==> src/rtl/rst_seq_pkg.sv <==
package rst_seq_pkg;

  localparam int NGRP       = 4;
  localparam int G_CFG      = 0;
  localparam int G_BUSCFG   = 1;
  localparam int G_CSR_BULK = 2;
  localparam int G_CSR_CORE = 3;

  typedef enum logic [1:0] {
    K_NONE = 2'b00,
    K_HW   = 2'b01,
    K_SW   = 2'b10,
    K_STOP = 2'b11
  } rst_kind_e;

  typedef enum logic [1:0] {
    S_IDLE  = 2'b00,
    S_CLEAR = 2'b01,
    S_DONE  = 2'b10
  } seq_state_e;

  function automatic logic [NGRP-1:0] grp_mask(rst_kind_e k);
    logic [NGRP-1:0] m;
    m = '0;
    case (k)
      K_HW:    m = '1;
      K_SW:    begin
                 m[G_CSR_BULK] = 1'b1;
                 m[G_CSR_CORE] = 1'b1;
               end
      K_STOP:  m[G_CSR_CORE] = 1'b1;
      default: m = '0;
    endcase
    return m;
  endfunction

endpackage

==> src/rtl/rst_pin_qual.sv <==
module rst_pin_qual #(
  parameter int MIN_PW = 8
) (
  input  logic clk,
  input  logic srst_n,
  input  logic pin_n,
  output logic hw_evt
);
  localparam int CW = $clog2(MIN_PW + 1);
  localparam logic [CW-1:0] LIMIT = CW'(MIN_PW);

  logic [CW-1:0] cnt_q, cnt_d;

  // saturating count of low samples; cleared when the pin is high
  always_comb begin
    cnt_d = cnt_q;
    if (pin_n)
      cnt_d = '0;
    else if (cnt_q != LIMIT)
      cnt_d = cnt_q + 1'b1;
  end

  always_ff @(posedge clk or negedge srst_n) begin
    if (!srst_n) cnt_q <= '0;
    else         cnt_q <= cnt_d;
  end

  assign hw_evt = pin_n && (cnt_q == LIMIT);
endmodule

==> src/rtl/rst_stop_ctl.sv <==
module rst_stop_ctl (
  input  logic clk,
  input  logic srst_n,
  input  logic stop_wr,
  input  logic stop_wdata,
  input  logic hw_evt,
  input  logic hw_clear,
  input  logic sw_take,
  input  logic stop_take,
  input  logic mst_pending,
  input  logic bus_gnt,
  input  logic bus_req_in,
  output logic stop_bit,
  output logic stop_go
);
  logic bit_q, bit_d;
  logic pend_q, pend_d;
  logic set_req;

  assign set_req = stop_wr && stop_wdata && !bit_q;

  always_comb begin
    bit_d = bit_q;
    if (hw_clear)
      bit_d = 1'b0;
    else if (stop_wr)
      bit_d = stop_wdata;
  end

  always_comb begin
    pend_d = pend_q;
    if (hw_evt || sw_take)
      pend_d = 1'b0;
    else if (set_req)
      pend_d = 1'b1;
    else if (stop_take)
      pend_d = 1'b0;
  end

  always_ff @(posedge clk or negedge srst_n) begin
    if (!srst_n) begin
      bit_q  <= 1'b0;
      pend_q <= 1'b0;
    end else begin
      bit_q  <= bit_d;
      pend_q <= pend_d;
    end
  end

  assign stop_bit = bit_q;
  assign stop_go  = pend_q && !mst_pending && (bus_gnt || !bus_req_in);
endmodule

==> src/rtl/rst_seq_fsm.sv <==
module rst_seq_fsm
  import rst_seq_pkg::*;
(
  input  logic            clk,
  input  logic            srst_n,
  input  logic            hw_evt,
  input  logic            sw_rd,
  input  logic            stop_go,
  input  logic            ee_ack,
  output logic [NGRP-1:0] clr_grp,
  output logic            core_restart,
  output logic            link_fail,
  output logic            done,
  output logic [1:0]      done_kind,
  output logic            ee_req,
  output logic            sw_busy,
  output logic            sw_take,
  output logic            stop_take,
  output logic            hw_clear
);
  seq_state_e state_q, state_d;
  rst_kind_e  kind_q, kind_d;
  logic       ee_q, ee_d;
  logic       idle;

  assign idle      = (state_q == S_IDLE);
  assign sw_take   = idle && sw_rd && !hw_evt;
  assign stop_take = idle && stop_go && !hw_evt && !sw_rd;

  always_comb begin
    state_d = state_q;
    kind_d  = kind_q;
    if (hw_evt) begin
      state_d = S_CLEAR;
      kind_d  = K_HW;
    end else begin
      case (state_q)
        S_IDLE: begin
          if (sw_rd) begin
            state_d = S_CLEAR;
            kind_d  = K_SW;
          end else if (stop_go) begin
            state_d = S_CLEAR;
            kind_d  = K_STOP;
          end
        end
        S_CLEAR: state_d = S_DONE;
        S_DONE:  state_d = S_IDLE;
        default: state_d = S_IDLE;
      endcase
    end
  end

  always_comb begin
    ee_d = ee_q;
    if (state_q == S_CLEAR && kind_q == K_HW)
      ee_d = 1'b0;
    else if (state_q == S_DONE && kind_q == K_HW)
      ee_d = 1'b1;
    else if (ee_ack)
      ee_d = 1'b0;
  end

  always_ff @(posedge clk or negedge srst_n) begin
    if (!srst_n) begin
      state_q <= S_IDLE;
      kind_q  <= K_NONE;
      ee_q    <= 1'b0;
    end else begin
      state_q <= state_d;
      kind_q  <= kind_d;
      ee_q    <= ee_d;
    end
  end

  assign clr_grp      = (state_q == S_CLEAR) ? grp_mask(kind_q) : '0;
  assign core_restart = (state_q == S_CLEAR);
  assign hw_clear     = (state_q == S_CLEAR) && (kind_q == K_HW);
  assign link_fail    = hw_clear;
  assign done         = (state_q == S_DONE);
  assign done_kind    = done ? kind_q : K_NONE;
  assign ee_req       = ee_q;
  assign sw_busy      = !idle && (kind_q == K_SW);
endmodule

==> src/rtl/rst_seq_ctrl.sv <==
module rst_seq_ctrl
  import rst_seq_pkg::*;
#(
  parameter int MIN_PW = 8
) (
  input  logic            clk,
  input  logic            rst_n,
  input  logic            pin_rst_n,
  input  logic            rstreg_rd,
  input  logic            stop_wr,
  input  logic            stop_wdata,
  input  logic            mst_pending,
  input  logic            bus_gnt,
  input  logic            bus_req_in,
  input  logic            ee_ack,
  output logic            bus_req,
  output logic            stop_bit,
  output logic [NGRP-1:0] clr_grp,
  output logic            core_restart,
  output logic            link_fail,
  output logic            ee_req,
  output logic            done,
  output logic [1:0]      done_kind
);
  logic [1:0] rs_q;
  logic       srst_n;
  logic       hw_evt, stop_go, sw_busy, sw_take, stop_take, hw_clear;

  // asynchronous assertion, synchronous release
  always_ff @(posedge clk or negedge rst_n) begin
    if (!rst_n) rs_q <= '0;
    else        rs_q <= {rs_q[0], 1'b1};
  end
  assign srst_n = rs_q[1];

  rst_pin_qual #(.MIN_PW(MIN_PW)) i_qual (
    .clk    (clk),
    .srst_n (srst_n),
    .pin_n  (pin_rst_n),
    .hw_evt (hw_evt)
  );

  rst_stop_ctl i_stop (
    .clk         (clk),
    .srst_n      (srst_n),
    .stop_wr     (stop_wr),
    .stop_wdata  (stop_wdata),
    .hw_evt      (hw_evt),
    .hw_clear    (hw_clear),
    .sw_take     (sw_take),
    .stop_take   (stop_take),
    .mst_pending (mst_pending),
    .bus_gnt     (bus_gnt),
    .bus_req_in  (bus_req_in),
    .stop_bit    (stop_bit),
    .stop_go     (stop_go)
  );

  rst_seq_fsm i_fsm (
    .clk          (clk),
    .srst_n       (srst_n),
    .hw_evt       (hw_evt),
    .sw_rd        (rstreg_rd),
    .stop_go      (stop_go),
    .ee_ack       (ee_ack),
    .clr_grp      (clr_grp),
    .core_restart (core_restart),
    .link_fail    (link_fail),
    .done         (done),
    .done_kind    (done_kind),
    .ee_req       (ee_req),
    .sw_busy      (sw_busy),
    .sw_take      (sw_take),
    .stop_take    (stop_take),
    .hw_clear     (hw_clear)
  );

  // software reset removes the request immediately; stop leaves it alone
  assign bus_req = bus_req_in && !rstreg_rd && !sw_busy;
endmodule

==> config.mk <==
export PLATFORM = sky130hd
export DESIGN_NAME = rst_seq_ctrl
export DESIGN_NICKNAME = d
export VERILOG_FILES = /design/src/rtl/rst_seq_pkg.sv /design/src/rtl/rst_pin_qual.sv /design/src/rtl/rst_stop_ctl.sv /design/src/rtl/rst_seq_fsm.sv /design/src/rtl/rst_seq_ctrl.sv
export SDC_FILE = /design/constraint.sdc
export NUM_CORES = 1
export LEC_CHECK = 0
export BUFFER_PORTS_ARGS = -buffer_cell sky130_fd_sc_hd__buf_2
export CORE_MARGIN = 2
export CORE_UTILIZATION = 40
export DETAILED_ROUTE_END_ITERATION = 6
export PLACE_DENSITY = 0.61
export SYNTH_ARGS = -nofsm -noshare
export SYNTH_HDL_FRONTEND = slang
export SYNTH_SLANG_ARGS = --single-unit
==> constraint.sdc <==
create_clock -name clk -period 1.7 [get_ports clk]
set_input_delay 0.425 -clock clk [delete_from_list [all_inputs] [get_ports clk]]
set_output_delay 0.425 -clock clk [all_outputs]
set_load 0.02 [all_outputs]
==> out/qor.txt <==
status: finished with violations
failing checks: negative setup slack
Cell Area, Synth: 711.9 um2
Crit Path Max Fanout: 5
worst reg-to-reg setup slack: 460 ps
die width: 46.19 um
fraction of registers with async set/reset: 100.0%
syn_nets: 85
reg2reg end: i_stop.pend_q
drt first pass iters: 4
clock buffer depth: 2
Vias per Instance: 4.782
PwrDens: 1370 mW/mm2
CTS Root Buffer Type: clkbuf_4
CTS tree: done
Worst-path clk slew: 90 ps
reg2reg start: i_qual.cnt_q[0]
Antenna Violating Nets Remaining: 0
CTS Buf Count: 3
endpoints failing setup: 4
share of cells above drive strength 1: 43.43%
CP Class: register to output pin
Die Ht: 46.19 um
DIE AREA: 0.002134 mm2
RSZ-0062 raised after global routing: true
I/O Buffers: 21
Seq/Total Area, Yosys: 45.69%
wire length per cell: 11.69 um
synthesized area per cell: 10.17 um2
Ports: 22
metal2 WL: 752 um
largest net degree at the start of global routing: 12
global-route wire length before repair: 2111 um
leakage power: 0.4875 nW
# nets final: 115
initial antenna violation count: 0
Synth top cells by count: dfrtp_1 (13), and2_1 (5), ha_1 (5), inv_1 (5), nor2_1 (5)
Initial Utilization: 41.68%
via count: 593
final std cells w/o fill: 124
clk_skew: 15.61 ps
Buffers & Inverters on Critical Path: 1
H-tree level count: 1
Total Routed Length: 1449 um
min-delay worst type: register to asynchronous set/reset pin
HPWL Detailed: 993.2 um
CP required: 1270 ps
critical path's slowest cell: dfrtp_1
M1 WL: 608 um
fillers: 159
Syn Inst Count: 70
Final WS setup: -16.69 ps
# rows: 15
CP Capture Type: output pin
Synth area leader: dfrtp_1
EDFF count, synth: 0
share of the synthesized area in the top cell type: 45.69%
yosys warns: 0
WL met3: 70 um
GRT Residual Overflow: 0
startpoint types: register
n_diodes: 0
Remaining DRCs: 0
core area: 0.001708 mm2
Pwr Total: 0.001359 W
top routing layer in use: met4
clock sink count: 13
leading cell types by total area after synthesis: dfrtp_1 (46%), ha_1 (8.8%), and2_1 (4.4%)
GP Congestion: 0.6817
Tot GR Track Use: 14.57%
crit-path cells: and2b_4 > and2_4 > buf_6
later-pin clock latency in the skew report: 290 ps
Layout area overhead: 39.37%
period utilisation layout: 101.0%
fmax: 0.5825 GHz
Top FF cell, synth: dfrtp_1
Final Max Tran Viols: 0
R2R cell count: 4
Placed Cells: 114
peak supply drop: 0.7870 mV
max cap viols: 0
distinct cell type count after synthesis: 32
slowest cell delay on critical path: 430 ps
Critical Path AT: 1290 ps
CP top delay family: simple AND/OR/NAND/NOR gates
flops & latches, synth: 13
Final min period: 1717 ps
1st-iter DRT viols: 7
Hold Vio Cnt, Final: 0
vias in the first global route: 518
count leader, synth: dfrtp_1
WP depth: 3
[logic make-up (layout without fill, tap and decap cells)]
kind of cell	Yosys count	count (layout)	synth area share, %
multiplexers	2	2	2.812
flip-flops	13	13	45.69
AND/OR/NAND/NOR	26	26	22.50
AO/OA/AOI/OAI	14	14	12.48
buffers and inverters	7	36	4.745
adder cells (fa/ha/maj)	5	5	8.787
XOR/XNOR	2	2	2.461
other	1	1	0.5267
[registers in the layout (all words and copies together), names as in the netlist]
name / count
i_fsm.ee_req: 1
i_fsm.kind_q: 2
i_fsm.state_q: 2
i_qual.cnt_q: 4
i_stop.pend_q: 1
i_stop.stop_bit: 1
rs_q: 2
[metrics by stage]
| stage | setup WS, ps | cell area, um2 | TNS, ps | utilization (%) | hold WS (ps) |
|---|---|---|---|---|---|
| floorplan | 180.7 | 711.9 | 0 | - | 129.4 |
| global placement | 230.5 | 833.3 | 0 | 48.79 | 204.8 |
| detailed placement | 208.0 | 833.3 | 0 | 48.79 | 209.1 |
| CTS | -35.01 | 929.6 | -104.4 | 54.43 | 192.1 |
| global route | -72.29 | 992.2 | -483.0 | 58.10 | 210.6 |
| finish | -16.69 | 992.2 | -54.05 | 58.10 | 171.7 |
[what timing repair did]
| item | CTS | global route |
|---|---|---|
| endpoints found under the hold margin | 2 | 0 |
| buffers inserted | 4 | 1 |
| pin swaps | 1 | 3 |
| hold buffers | 1 | 0 |
| endpoints found under the setup margin | 6 | 8 |
| gates resized for setup | 13 | 12 |
[worst max path at each step]
stage,start,end,slack [ps]
after CTS,i_fsm.kind_q[1],clr_grp[2],-40
after global routing,i_fsm.state_q[1],clr_grp[1],-70
after detailed placement,i_fsm.kind_q[0],bus_req,210
after global placement,i_fsm.kind_q[0],bus_req,230
final,i_fsm.state_q[1],clr_grp[1],-20
after floorplan,i_fsm.state_q[0],done_kind[0],180
[area by class of cell]
cell class / count / area [um2] / share of cell area [%]
multi-input combinational: 50 / 399.1 / 40.23
sequential: 13 / 327.8 / 33.04
timing repair buffer: 27 / 186.4 / 18.79
tap: 25 / 31.28 / 3.153
clock buffer: 4 / 26.28 / 2.648
inverter: 5 / 21.27 / 2.144
[power by group]
part | internal [W] | switching (W) | leakage, nW
Sequential | 0.000381 | 0.0000877 | 0.162
Clock | 0.0000911 | 0.000102 | 0.0150
Combinational | 0.000357 | 0.000341 | 0.310
Total | 0.000829 | 0.000530 | 0.488
[placed cells by master (no fill, tap or decap), types with 2 or more instances in the layout]
master	instances
mux2i_1	2
dfrtp_1	11
and2_4	2
nand2b_1	3
buf_6	5
buf_4	6
a21oi_1	3
dfrtp_2	2
ha_4	3
buf_2	15
nand2_1	2
o21ai_0	2
nor2_1	5
clkbuf_4	3
and2_1	4
ha_1	2
inv_1	3
[metal layers]
layer  GRT usage, %  vias up
met5              0        -
met3          5.882        4
met2          24.17       16
li1               -      294
met4          6.857        0
met1          16.10      279
Note: power is estimated with default switching activity, not from simulation.
